### config.mk
export PLATFORM = sky130hd
export DESIGN_NAME = sdram_col_seq
export DESIGN_NICKNAME = d
export VERILOG_FILES = /design/src/rtl/colseq_pkg.sv /design/src/rtl/colseq_mode_reg.sv /design/src/rtl/colseq_beat_ctrl.sv /design/src/rtl/colseq_addr_gen.sv /design/src/rtl/sdram_col_seq.sv
export SDC_FILE = /design/constraint.sdc
export NUM_CORES = 1
export LEC_CHECK = 0
export BUFFER_PORTS_ARGS = -buffer_cell sky130_fd_sc_hd__buf_2
export CELL_PAD_IN_SITES_DETAIL_PLACEMENT = 0
export CELL_PAD_IN_SITES_GLOBAL_PLACEMENT = 2
export CORE_MARGIN = 3
export CORE_UTILIZATION = 30
export CTS_BUF_LIST = sky130_fd_sc_hd__clkbuf_8
export DETAILED_ROUTE_END_ITERATION = 12
export PLACE_DENSITY_LB_ADDON = 0.1
export SETUP_SLACK_MARGIN = 0.02
export SLEW_MARGIN = 20
export SYNTH_ARGS = -nofsm -noshare
export SYNTH_HDL_FRONTEND = slang
export SYNTH_SLANG_ARGS = --single-unit
### constraint.sdc
create_clock -name clk -period 2.1 [get_ports clk]
set_input_delay 0.105 -clock clk [delete_from_list [all_inputs] [get_ports clk]]
set_output_delay 0.105 -clock clk [all_outputs]
set_load 0.01 [all_outputs]
### src/rtl/colseq_pkg.sv
// Package colseq_pkg
// Shared field layout and code values for the column sequencer's mode word.
// Assumes a 12-bit mode word whose field positions are fixed by the memory.
package colseq_pkg;

    localparam int MODE_W = 12;

    localparam logic [2:0] LEN_1    = 3'b000;
    localparam logic [2:0] LEN_2    = 3'b001;
    localparam logic [2:0] LEN_4    = 3'b010;
    localparam logic [2:0] LEN_8    = 3'b011;
    localparam logic [2:0] LEN_ROW  = 3'b111;

    localparam logic [2:0] LAT_2    = 3'b010;
    localparam logic [2:0] LAT_3    = 3'b011;

    typedef struct packed {
        logic       wr_single;
        logic [2:0] lat_code;
        logic       interleave;
        logic [2:0] len_code;
    } mode_cfg_t;

    localparam mode_cfg_t CFG_RESET = '{wr_single: 1'b0, lat_code: LAT_2,
                                        interleave: 1'b0, len_code: LEN_1};

    // Pull the used fields out of a raw mode word.
    function automatic mode_cfg_t unpack_mode(input logic [MODE_W-1:0] w);
        mode_cfg_t c;
        c.len_code   = w[2:0];
        c.interleave = w[3];
        c.lat_code   = w[6:4];
        c.wr_single  = w[9];
        return c;
    endfunction

    // True when every field of a candidate setting is supported.
    function automatic logic cfg_legal(input mode_cfg_t c);
        logic len_ok;
        logic lat_ok;
        len_ok = (c.len_code == LEN_1) || (c.len_code == LEN_2) ||
                 (c.len_code == LEN_4) || (c.len_code == LEN_8) ||
                 (c.len_code == LEN_ROW);
        lat_ok = (c.lat_code == LAT_2) || (c.lat_code == LAT_3);
        return len_ok && lat_ok && !(c.interleave && (c.len_code == LEN_ROW));
    endfunction

endpackage

### src/rtl/colseq_mode_reg.sv
// Module colseq_mode_reg
// Holds the working burst settings. It accepts a mode word only when all of
// its fields are legal. Otherwise it flags an error and keeps what it had.
// Assumes the load strobe is one clock wide per word.
module colseq_mode_reg
    import colseq_pkg::*;
(
    input  logic              clk,
    input  logic              rst_n,
    input  logic              load,
    input  logic [MODE_W-1:0] word,
    output mode_cfg_t         cfg,
    output logic              err
);

    mode_cfg_t cand;
    logic      cand_ok;

    // Decode the incoming word and judge its legality.
    always_comb begin
        cand    = unpack_mode(word);
        cand_ok = cfg_legal(cand);
    end

    // Update the settings on a legal load, record rejection otherwise.
    always_ff @(posedge clk) begin
        if (!rst_n) begin
            cfg <= CFG_RESET;
            err <= 1'b0;
        end else if (load) begin
            if (cand_ok) begin
                cfg <= cand;
                err <= 1'b0;
            end else begin
                err <= 1'b1;
            end
        end
    end

endmodule

### src/rtl/colseq_beat_ctrl.sv
// Module colseq_beat_ctrl
// Runs one burst: it captures the start column and the burst shape when the
// burst starts, then counts beats until the last one, a terminate or a
// restart. Assumes COL_W >= 3 so that a block of eight fits in a row.
module colseq_beat_ctrl
    import colseq_pkg::*;
#(
    parameter int COL_W = 9
)(
    input  logic             clk,
    input  logic             rst_n,
    input  logic             start,
    input  logic [COL_W-1:0] start_col,
    input  logic             is_write,
    input  logic             terminate,
    input  mode_cfg_t        cfg,
    output logic             active,
    output logic [COL_W-1:0] beat_idx,
    output logic [COL_W-1:0] base_col,
    output logic [COL_W-1:0] wrap_mask,
    output logic             use_xor,
    output logic             is_last
);

    logic [2:0]       eff_len;
    logic [COL_W-1:0] next_mask;
    logic             row_mode;

    // Apply the single-location write override to the length code.
    always_comb begin
        eff_len = (is_write && cfg.wr_single) ? LEN_1 : cfg.len_code;
    end

    // Turn the length code into the mask of column bits that wrap.
    always_comb begin
        case (eff_len)
            LEN_2:   next_mask = COL_W'(1);
            LEN_4:   next_mask = COL_W'(3);
            LEN_8:   next_mask = COL_W'(7);
            LEN_ROW: next_mask = '1;
            default: next_mask = '0;
        endcase
    end

    // Capture the burst shape and advance the beat counter.
    always_ff @(posedge clk) begin
        if (!rst_n) begin
            active    <= 1'b0;
            beat_idx  <= '0;
            base_col  <= '0;
            wrap_mask <= '0;
            use_xor   <= 1'b0;
            row_mode  <= 1'b0;
        end else if (start) begin
            active    <= 1'b1;
            beat_idx  <= '0;
            base_col  <= start_col;
            wrap_mask <= next_mask;
            use_xor   <= cfg.interleave && (eff_len != LEN_1);
            row_mode  <= (eff_len == LEN_ROW);
        end else if (active && (terminate || is_last)) begin
            active    <= 1'b0;
        end else if (active) begin
            beat_idx  <= beat_idx + COL_W'(1);
        end
    end

    // Flag the final beat of a fixed-length burst.
    always_comb begin
        is_last = active && !row_mode && (beat_idx == wrap_mask);
    end

endmodule

### src/rtl/colseq_addr_gen.sv
// Module colseq_addr_gen
// Combines the start column with the beat index to form the current column.
// The masked low bits wrap by addition or by XOR, and the unmasked high bits
// come from the start column unchanged. Assumes a mask of contiguous low ones.
module colseq_addr_gen #(
    parameter int COL_W = 9
)(
    input  logic [COL_W-1:0] base_col,
    input  logic [COL_W-1:0] beat_idx,
    input  logic [COL_W-1:0] wrap_mask,
    input  logic             use_xor,
    output logic [COL_W-1:0] col
);

    logic [COL_W-1:0] offset;

    // Form the wrapped offset and merge it with the fixed block bits.
    always_comb begin
        offset = use_xor ? (base_col ^ beat_idx) : (base_col + beat_idx);
        col    = (base_col & ~wrap_mask) | (offset & wrap_mask);
    end

endmodule

### src/rtl/sdram_col_seq.sv
// Module sdram_col_seq
// Top of the burst column sequencer: the mode register, the beat controller
// and the column generator. Outputs come straight from registered state, so
// the first beat appears on the clock after start.
module sdram_col_seq
    import colseq_pkg::*;
#(
    parameter int COL_W = 9
)(
    input  logic              clk,
    input  logic              rst_n,
    input  logic              mode_load,
    input  logic [MODE_W-1:0] mode_data,
    input  logic              start,
    input  logic [COL_W-1:0]  start_col,
    input  logic              is_write,
    input  logic              terminate,
    output logic [COL_W-1:0]  col_out,
    output logic              col_valid,
    output logic              col_last,
    output logic [1:0]        cas_latency,
    output logic              mode_err
);

    mode_cfg_t        cfg;
    logic             active;
    logic [COL_W-1:0] beat_idx;
    logic [COL_W-1:0] base_col;
    logic [COL_W-1:0] wrap_mask;
    logic             use_xor;
    logic             is_last;

    colseq_mode_reg mode_i (
        .clk   (clk),
        .rst_n (rst_n),
        .load  (mode_load),
        .word  (mode_data),
        .cfg   (cfg),
        .err   (mode_err)
    );

    colseq_beat_ctrl #(.COL_W(COL_W)) beat_i (
        .clk       (clk),
        .rst_n     (rst_n),
        .start     (start),
        .start_col (start_col),
        .is_write  (is_write),
        .terminate (terminate),
        .cfg       (cfg),
        .active    (active),
        .beat_idx  (beat_idx),
        .base_col  (base_col),
        .wrap_mask (wrap_mask),
        .use_xor   (use_xor),
        .is_last   (is_last)
    );

    colseq_addr_gen #(.COL_W(COL_W)) addr_i (
        .base_col  (base_col),
        .beat_idx  (beat_idx),
        .wrap_mask (wrap_mask),
        .use_xor   (use_xor),
        .col       (col_out)
    );

    // Drive the beat flags and the latency value from internal state.
    always_comb begin
        col_valid   = active;
        col_last    = is_last;
        cas_latency = cfg.lat_code[1:0];
    end

endmodule

==> Yosys cells after proc, flatten, opt, wreduce, memory -nomap -nowiden <==
Cells that the tools add are included.
{ "totals": {"ff_bits": 38, "latchBits": 0, "mem_bits_rw": 0, "romBits": 0, "out_inout_bits": 14, "elab_cells": 59, "mem_count": 0} }
{ "op_classes": {"add_sub_neg": 2, "n_mul": 0, "div": 0, "order_cmp": 0, "n_eq_ne": 11, "shifts": 0, "n_mux": 6, "bitwise": 7, "n_reduce_logical": 22} }
{ "op_table": {"columns": ["cell", "n"], "rows": [
  ["case mux 9 bit (4 select lines)", 1],
  ["AND 9 bit", 2],
  ["equality test 3 x 2 -> 1 bit, second input constant", 6],
  ["adder 9 x 1 -> 9 bit, second input constant", 1],
  ["adder 9 bit", 1],
  ["equality test 9 bit", 1],
  ["two-way mux 9 bit", 1],
  ["NOT 9 bit", 1],
  ["OR 9 bit", 1],
  ["bitwise XOR 9 bit", 1],
  ["logical AND 1 bit", 8],
  ["equality test 3 x 1 -> 1 bit, second input constant", 2],
  ["equality test 3 bit, second input constant", 2],
  ["logical OR 1 bit", 6],
  ["AND reduction 2 bit", 2],
  ["logical NOT 3 bit", 1],
  ["two-way mux 1 bit", 3],
  ["two-way mux 3 bit", 1],
  ["nonzero test 3 bit", 1],
  ["logical NOT 1 bit", 2],
  ["NOT 1 bit", 2],
  ["nonzero test 2 bit", 1],
  ["OR reduction 2 bit", 1]
]} }

==> Longest topological paths before layout <==
Gate-level depths: netlist of the first run.
{ "logic_depth": {"depth_word": 8, "ltp_mapped": 8, "ltp_nobuf": 8} }

==> Modules after synthesis <==
A second synthesis of the first run with hierarchy kept.
{ "hier_totals": {"cells_unflattened": 224, "area_unflattened_um2": 2077.0} }
{ "modules_own_cells": {"columns": ["mod", "n_inst", "cells_each", "area_each_um2", "seq_area_each_um2"], "rows": [
  ["colseq_beat_ctrl", 1, 123, 1184.9, 480.5],
  ["colseq_addr_gen", 1, 67, 519.2, 0.0],
  ["colseq_mode_reg", 1, 34, 372.9, 180.2]
]} }

==> Least setup slack after synthesis of the first run <==
OpenSTA, ideal clock, no wires.
{ "synth_path": {"kind": "reg-to-output", "start": "reg beat_i.beat_idx[0]", "end": "out col_out[6]", "arrival_time_ps": 2015, "required_ps": 1995, "setup_slack_ps": -20, "path_stages_with_launch": 9, "cell_sequence": "dfxtp_1 ha_1 inv_1 fa_1 nand2b_1 a211oi_1 a31oi_1 xnor2_1 mux2_2"} }
{ "synth_between": {"elab_chain_cells": 4} }
{ "synth_lines": {"columns": ["item", "line_no", "source"], "rows": [
  ["from (decl)", "colseq_beat_ctrl.sv:18", "output logic [COL_W-1:0] beat_idx,"],
  ["from (signal assigned)", "colseq_beat_ctrl.sv:64", "beat_idx <= beat_idx + COL_W'(1);"],
  ["adder 9 bit", "colseq_addr_gen.sv:19", "offset = use_xor ? (base_col ^ beat_idx) : (base_col + beat_idx);"],
  ["two-way mux 9 bit", "colseq_addr_gen.sv:19", null],
  ["AND 9 bit", "colseq_addr_gen.sv:20", "col = (base_col & ~wrap_mask) | (offset & wrap_mask);"],
  ["OR 9 bit", "colseq_addr_gen.sv:20", null],
  ["to (decl)", "sdram_col_seq.sv:18", "output logic [COL_W-1:0] col_out,"]
]} }
Every way passes these cells.

==> Worst setup path in the final report of the first run <==
Ends and elaborated chain as after synthesis.

==> metrics.txt, run 1 <==
register area share after synthesis 0.347; Setup CP Type register to primary output; Starting Density 0.322; first-pass GRT wire length about 7600 um; clk sinks 32; final setup fails 3; power share of the clock group 0.457; PD cells 604 nW/um^2; RSZ-0062 raised after global routing yes; EDFF count, synth 0; CORE AREA 5740 um^2; io pins 41; Starting DRT DRC Count slightly below 60; Fmax 433 MHz; Worst Path Required 2.00 ns; Synth Flop Type dfxtp_1; Synth Instances between 200 and 250; crit path time final around 2.3 ns; 1st-pass router iterations 4; Net Switching roughly 0.00032 W; clk_skew 0.00476 ns; Hold WC Path Type input pin to register; growth of design area from synthesis to finish 28.7%; final hold violations 0; vias per cell 4.79; total track usage 0.134; cell taking the most area after synthesis dfxtp_1; final net count 280; share of cells above drive strength 1 0.361; max cap viols 0; count leader, synth dfxtp_1; leakage 1.02 nW; CTS tree built; CP max-delay cell dfxtp_2; syn_area_per_cell 9.14 um^2; post-DP HPWL approximately 3500 um; H-tree depth 2; wire per inst 14.4 um; grt ovf 0; Slew Limit Fails 0; DRC 0; Mapped Area 1850 um^2; VDD IR max ~250 uV; gpl congestion 0.819; final antenna-violating net count 0; chip height 84.5 um; Worst EP arrival 2.20 ns; number of global-route vias before repair about 1600; ANT cells 0; post-synthesis cell type count between 40 and 50; fin crit share 1.10; Pwr Total about 0.0014 W; Pint between 0.001 and 0.0015 W; Gate power share 0.098; CP startpoint kind register; width of the die 84.5 um; largest net degree at the start of global routing 23; # rows 27; total CTS buffers 5; synth top area cells dfxtp_1, mux2i_1, ha_1, nor2b_1, xor2_1; worst-path cell chain ha_4, inv_2, fa_2, nand2b_4, a211oi_4, a31oi_2, xnor2_1, mux2_4, buf_6; routed wire length ~4500 um; Syn Nets 239; Max transition margin 0.688; Critical Path End Type primary output; clk root buf clkbuf_8; Sw Ratio 0.225; vias about 1500; Clock Tree Buf Depth 2; worst slack, placed -0.0444 ns; Reg power frac 0.445; top cell type's share of synthesized area 0.347; worst skew pair latency around 0.28 ns; clock slew at reported path FFs around 0.070 ns; IO Port Bufs 36; YS warnings 0; initial antenna violation count 0; CP peak stage delay roughly 0.36 ns; top cells by count, synth dfxtp_1, nor2_1, mux2i_1; failing checks negative setup slack; worst slew pin tran between 0.4 and 0.5 ns; Hold Buf Count CTS 0; Yosys reg bits 32; Worst Setup Slack, final -0.207 ns; status finished, violations left; post-synthesis async set-or-reset flop share 0; Die Area between 7000 and 8000 um^2; Max Fanout on Critical Path 3
## power by group through the flow
stage / combinational [W] / clock, W / sequential (W)
after global placement: 0.000129 / 0 / 0.000650
after detailed placement: 0.000133 / 0 / 0.000651
after CTS: 0.000139 / 0.000682 / 0.000639
final: 0.000141 / 0.000656 / 0.000640
after global routing: 0.000158 / 0.000717 / 0.000642
after floorplan: 0.0000841 / 0 / 0.000647
## path summary, 6_finish.rpt
check / slack [ns] / cells past startpoint / start / endpoint
worst max register to register: 0.39 / 5 / beat_i.beat_idx[3]$_SDFFE_PP0P_ / beat_i.beat_idx[2]$_SDFFE_PP0P_
worst min-delay path: 0.06 / 3 / mode_load / mode_i.err$_SDFFE_PN0P_
worst min register to register: 0.44 / 1 / mode_i.cfg[5]$_SDFFE_PN1P_ / mode_i.cfg[5]$_SDFFE_PN1P_
worst max-delay path: -0.21 / 9 / beat_i.beat_idx[0]$_SDFFE_PP0P_ / col_out[6]
## cells by family after synthesis
logic type | count (synthesis) | synth area share
xor gates and xnor gates | 14 | 0.0664
and+or+nand+nor | 78 | 0.241
muxes | 20 | 0.110
DFF | 32 | 0.347
buffers and inverters | 13 | 0.0345
adders and majority gates | 11 | 0.0772
AOI/OAI and AO/OA | 34 | 0.125
## cells in the final DEF, fill, tap and decap left out, drive strengths merged, types with 3 or more instances in the layout
cell type,instances
nand2b,4
clkbuf,7
buf,43
mux2i,18
nor2,19
xor2,9
nand3b,4
ha,9
nand3,6
o21a,3
a21oi,13
and3,4
xnor2,5
nand2,12
dfxtp,32
nor2b,17
inv,4
o21ai,5
## per-stage QoR
| stage | TNS [ns] | cell area [um^2] | std cells | hold slack [ns] | util |
|---|---|---|---|---|---|
| finish | -0.444 | 2380 | 316 | 0.0566 | 0.414 |
| global route | -0.983 | 2380 | 316 | 0.0662 | 0.414 |
| CTS | -0.702 | 2340 | 317 | 0.0479 | 0.408 |
| detailed placement | -0.0444 | 2120 | 307 | 0.356 | 0.369 |
| global placement | -0.0187 | 2120 | 307 | 0.326 | 0.369 |
| floorplan | 0 | 1850 | 202 | 0.221 | - |
## per-layer routing
layer,track usage,wire [um],part of all wire,vias to the layer above
li1,-,-,-,787
met1,0.160,2100,0.46,703
met2,0.235,2270,0.50,23
met4,0.0388,21,0.0046,0
met5,0,0,0,-
met3,0.0383,149,0.033,2
## sequential cells by signal, summed over array words and instances, names as in the netlist
register          count
beat_i.base_col       9
beat_i.beat_idx       9
mode_i.cfg            7
beat_i.wrap_mask      3
beat_i.active         1
beat_i.row_mode       1
beat_i.use_xor        1
mode_i.err            1
## critical path: cells and delay by family, from the launching register on
family	cells	cell delay, ns
DFF	1	0.36
muxes	1	0.26
and+or+nand+nor	1	0.15
buffers and inverters	2	0.15
adders and majority gates	2	0.47
AOI/OAI and AO/OA	2	0.41
xor gates and xnor gates	1	0.13
## final cells by class
class | count | area, um^2
multi-input cells | 157 | 1250
inverters | 4 | 15.0
clock inverters | 1 | 30.0
repair buffers | 43 | 243
fillers | 611 | 3370
flip-flops and latches | 32 | 649
well taps | 72 | 90.1
clock buffers | 7 | 96.3
## what timing repair did
| item | 4_1_cts | 5_1_grt |
|---|---|---|
| cloned | 0 | 0 |
| endpoints found under the setup margin | 6 | 6 |
| setup buffers | 2 | 0 |
| resized for setup | 18 | 10 |
| pin swaps | 8 | 8 |
Power figures use the tool's default switching activity.
==> run 2: changes to the inputs <==
Settings changed: SKIP_LAST_GASP set to 1.
==> metrics.txt, run 2 (synthesized netlist as in run 1, its figures left out) <==
Setup CP Type register to primary output; final setup fails 3 (unchanged); Slew Limit Fails 0 (unchanged); status finished, violations left; met3 Resource Use GR 0.0383 (unchanged); fin crit share 1.10 (about the same); ANT cells 0 (unchanged); worst skew pair latency 0.28 ns (about the same); Worst Setup Slack, final -0.209 ns (-0.00145 ns); CTS tree built; Worst EP arrival 2.20 ns (about the same); first-pass GRT wire length 7520 um (-0.82%); final core occ 0.414 (-0.000435); growth of design area from synthesis to finish 28.6%; Max Fanout on Critical Path 3 (unchanged); final hold violations 0 (unchanged); worst slack, placed -0.0444 ns (unchanged); 1st-pass router iterations 4 (unchanged); io pins 41 (unchanged); post-DP HPWL 3460 um (unchanged); max cap viols 0 (unchanged); Top Registers beat_i.base_col x9, beat_i.beat_idx x9, mode_i.cfg x7; clk root buf clkbuf_8; Fmax 433 MHz (about the same); initial antenna violation count 0 (unchanged); routed wire length 4540 um (+0.11%); final net count 280 (unchanged); chip height 84.5 um (unchanged); filler instances 612 (+0.16%); Hold Buf Count CTS 0 (unchanged); register area 651 um^2 (+0.19%); most common cell after layout, fill and taps aside buf_2; worst slew pin tran 0.463 ns (-0.00462 ns); vias 1521 (+0.40%); CP startpoint kind register; Max transition margin 0.691 (+0.00308); final antenna-violating net count 0 (unchanged); GRT busiest layer met2; clock slew at reported path FFs 0.07 ns (about the same); vias per cell 4.81 (+0.40%); Starting DRT DRC Count 47 (-20%); Clock Tree Buf Depth 2 (unchanged); failing checks negative setup slack; met1 Use GR 0.159 (-0.000591); crit path time final 2.31 ns (+0.00144 ns); Pwr Total 0.00144 W (about the same); wire per inst 14.4 um (+0.11%); most frequent cells in the layout buf_2, dfxtp_1, nor2_1, mux2i_1, nor2b_1; RSZ-0062 raised after global routing yes; gpl congestion 0.819 (unchanged); Starting Density 0.322 (unchanged); H-tree depth 2 (unchanged); number of global-route vias before repair 1575 (-0.88%); total CTS buffers 5 (unchanged); setup TNS -0.450 ns (-0.00638 ns); total track usage 0.133 (-0.00101); PD cells 605 nW/um^2 (about the same); Hold WC Path Type input pin to register; Critical Path End Type primary output; grt ovf 0 (unchanged); VDD IR max 253 uV (-0.16%); share of cells above drive strength 1 0.361 (unchanged); CORE AREA 5740 um^2 (unchanged); width of the die 84.5 um (unchanged); grt met2 use 0.232 (-0.00287); multi-input logic area 1250 um^2 (-0.30%); clk sinks 32 (unchanged); Worst Path Required 2.00 ns (about the same); # rows 27 (unchanged); leakage 1.02 nW (about the same); clk_skew 0.00403 ns (-0.000730 ns); DRC 0 (unchanged); IO Port Bufs 36 (unchanged); Die Area 7130 um^2 (unchanged); largest net degree at the start of global routing 23 (unchanged)
[run 2: cell counts in the layout (fill, tap and decap cells not counted)]
Identical to the previous run, type by type.
[run 2: metrics by stage]
stage / hold WS [ns] / instance area (um^2) / std cells
2_1_floorplan: 0.221 / 1850 / 202
3_5_place_dp: 0.356 / 2120 / 307
6_report: 0.0565 / 2370 / 316
3_3_place_gp: 0.326 / 2120 / 307
5_1_grt: 0.0662 / 2370 / 316
4_1_cts: 0.0479 / 2340 / 317
[run 2: cell type report]
class	count	share of cell area
Sequential cell	32	0.274
Tap cell	72	0.0379
Multi-Input combinational cell	157	0.526
Clock inverter	1	0.0126
Clock buffer	7	0.0406
Inverter	4	0.00632
Timing Repair Buffer	43	0.102
[run 2: power by group]
part           switching, W  total [W]  internal, W  leakage [nW]
sequential        0.0000160   0.000640     0.000624         0.264
clock              0.000236   0.000655     0.000419        0.0645
combinational     0.0000687   0.000141    0.0000721         0.688
[run 2: routing by layer]
metal | share of wire | up-vias
met3 | 0.032 | 2
li1 | - | 788
met1 | 0.46 | 708
met5 | 0 | -
met2 | 0.50 | 23
met4 | 0.0046 | 0
[run 2: critical path, stage by stage (launching register included)]
cell and delay, ns:
dfxtp_2 0.36, ha_4 0.14, inv_2 0.03, fa_2 0.33
nand2b_4 0.15, a211oi_4 0.27, a31oi_2 0.13, xnor2_1 0.13
mux2_4 0.26, buf_6 0.12
[run 2: path summary, 6_finish.rpt]
check / start / endpoint / slack (ns) / depth (start not counted)
worst max-delay path: beat_i.beat_idx[0]$_SDFFE_PP0P_ / col_out[6] / -0.21 / 9
worst min-delay path: mode_load / mode_i.err$_SDFFE_PN0P_ / 0.06 / 3
worst max register to register: beat_i.beat_idx[3]$_SDFFE_PP0P_ / beat_i.beat_idx[2]$_SDFFE_PP0P_ / 0.38 / 5
worst min register to register: mode_i.cfg[5]$_SDFFE_PN1P_ / mode_i.cfg[5]$_SDFFE_PN1P_ / 0.44 / 1
[run 2: what timing repair did]
action / CTS / global route
gates cloned: 0 / 0
setup endpoints to repair: 6 / 5
setup buffers: 2 / 0
pin swaps: 8 / 8
resized for setup: 15 / 13
==> run 3: changes to the inputs <==
Settings changed: HOLD_SLACK_MARGIN set to 0.06.
==> metrics.txt, run 3 (synthesized netlist as in run 1, its figures left out) <==
clk_skew 0.00434 ns (+0.000305 ns); DRC 0 (unchanged); final hold violations 0 (unchanged); Critical Path End Type primary output; Max Used Layer met4; clk sinks 32 (unchanged); failing checks negative setup slack; most common cell after layout, fill and taps aside buf_2; first-pass GRT wire length 7550 um (+0.36%); share of cells above drive strength 1 0.359 (-0.00147); Max transition margin 0.691 (unchanged); worst skew pair latency 0.28 ns (about the same); vias 1516 (-0.33%); number of global-route vias before repair 1587 (+0.76%); largest net degree at the start of global routing 23 (unchanged); VDD IR max 253 uV (unchanged); fin crit share 1.10 (about the same); Fmax 433 MHz (about the same); Worst EP arrival 2.20 ns (about the same); Clock Tree Buf Depth 2 (unchanged); gpl congestion 0.819 (unchanged); crit path time final 2.31 ns (+0.000820 ns); growth of design area from synthesis to finish 29.1%; WHS 0.0784 ns (+0.0219 ns); Starting DRT DRC Count 49 (+4.3%); CP max-delay cell dfxtp_2; PD cells 603 nW/um^2 (-0.27%); 1st-pass router iterations 4 (unchanged); wire per inst 14.4 um (-0.14%); Starting Density 0.322 (unchanged); FF-to-FF setup slack 0.39 ns (about the same); final setup fails 3 (unchanged); clk root buf clkbuf_8; Max Fanout on Critical Path 3 (unchanged); chip height 84.5 um (unchanged); WHS Endpoint beat_i.base_col[1]$_SDFFE_PN0P_; io pins 41 (unchanged); total track usage 0.134 (+0.000405); Setup CP Type register to primary output; routed wire length 4550 um (+0.18%); final design area excluding fillers 2380 um^2 (+0.42%); # rows 27 (unchanged); CP peak stage delay 0.36 ns (about the same); WL met2 2270 um (+0.31%); setup TNS -0.452 ns (-0.00246 ns); RSZ-0062 raised after global routing yes; grt ovf 0 (unchanged); clock slew at reported path FFs 0.07 ns (about the same); hold path depth 3 (unchanged); width of the die 84.5 um (unchanged); Top Registers beat_i.base_col x9, beat_i.beat_idx x9, mode_i.cfg x7; filler instances 611 (-0.16%); Worst Setup Slack, final -0.209 ns (-0.000820 ns); initial antenna violation count 0 (unchanged); Die Area 7130 um^2 (unchanged); worst slew pin tran 0.463 ns (unchanged); leakage 1.02 nW (+0.41%); status finished, violations left; final net count 281 (+0.36%); max cap viols 0 (unchanged); Worst Path Required 2.00 ns (about the same); most frequent cells in the layout buf_2, dfxtp_1, nor2_1, mux2i_1, nor2b_1; CTS tree built; post-DP HPWL 3460 um (unchanged); met3 routed WL 152 um (+4.1%); worst-path cell chain ha_4, inv_2, fa_2, nand2b_4, a211oi_4, a31oi_2, xnor2_1, mux2_4, buf_6; reg-to-reg startpoint beat_i.beat_idx[3]$_SDFFE_PP0P_; CORE AREA 5740 um^2 (unchanged); Slew Limit Fails 0 (unchanged); FF-to-FF End beat_i.beat_idx[2]$_SDFFE_PP0P_; IO Port Bufs 36 (unchanged); vias per cell 4.78 (-0.64%); total CTS buffers 5 (unchanged); final antenna-violating net count 0 (unchanged); M1 wire length 2090 um (-0.90%); ANT cells 0 (unchanged); Area after DPL 2120 um^2 (unchanged); worst hold start start_col[1]; CP startpoint kind register; worst r2r path cells 5 (unchanged); Hold WC Path Type input pin to register; final core occ 0.415 (+0.00174); H-tree depth 2 (unchanged)
## run 3: cell count changes in the layout (fill, tap and decap cells not counted)
cell	previous run	this run
dlygate4sd3_1	0	1
## run 3: per-layer routing
| metal | vias up | global-route usage |
|---|---|---|
| met4 | 0 | 0.0388 |
| met3 | 4 | 0.0383 |
| li1 | 788 | - |
| met1 | 698 | 0.159 |
| met2 | 26 | 0.233 |
| met5 | - | 0 |
## run 3: worst max-delay path: cells and delay by family (launching register included)
family	cells	cell delay, ns
fa+ha+maj	2	0.47
compound gates	2	0.40
flops	1	0.36
mux	1	0.26
buf+inv	2	0.15
simple gates	1	0.15
xor+xnor	1	0.13
## run 3: how the worst max path moves through the flow
stage	depth (start not counted)	slack [ns]	from	to
after floorplan	8	0.08	beat_i.beat_idx[0]$_SDFFE_PP0P_	col_out[6]
after global placement	9	-0.02	beat_i.beat_idx[0]$_SDFFE_PP0P_	col_out[6]
after detailed placement	9	-0.04	beat_i.beat_idx[0]$_SDFFE_PP0P_	col_out[6]
after CTS	9	-0.28	beat_i.base_col[0]$_SDFFE_PN0P_	col_out[6]
after global routing	9	-0.33	beat_i.beat_idx[0]$_SDFFE_PP0P_	col_out[6]
final	9	-0.21	beat_i.beat_idx[0]$_SDFFE_PP0P_	col_out[6]
## run 3: final cells by class
type / count / area (um^2) / area share
flip-flops and latches: 32 / 651 / 0.273
multi-input cells: 157 / 1250 / 0.524
inverters: 4 / 15.0 / 0.00630
clock buffers: 7 / 96.3 / 0.0404
well taps: 72 / 90.1 / 0.0378
repair buffers: 44 / 253 / 0.106
clock inverters: 1 / 30.0 / 0.0126
## run 3: metrics by stage
| stage | worst slack [ns] | power, W | std cells |
|---|---|---|---|
| 4_1_cts | -0.283 | 0.00146 | 318 |
| 5_1_grt | -0.331 | 0.00152 | 317 |
| 3_5_place_dp | -0.0444 | 0.000784 | 307 |
| 6_report | -0.209 | 0.00144 | 317 |
| 3_3_place_gp | -0.0187 | 0.000780 | 307 |
| 2_1_floorplan | 0.0790 | 0.000731 | 202 |
## run 3: repair_timing
action	CTS	global route
resized for setup	15	13
endpoints found under the setup margin	6	5
hold buffers	1	0
endpoints found under the hold margin	1	0
setup buffers	2	0
pin swaps	8	8
## run 3: where the power goes
part | switching (W) | internal, W | total, W
Sequential | 0.0000160 | 0.000624 | 0.000640
Clock | 0.000237 | 0.000419 | 0.000656
Combinational | 0.0000689 | 0.0000733 | 0.000142
Total | 0.000322 | 0.00112 | 0.00144
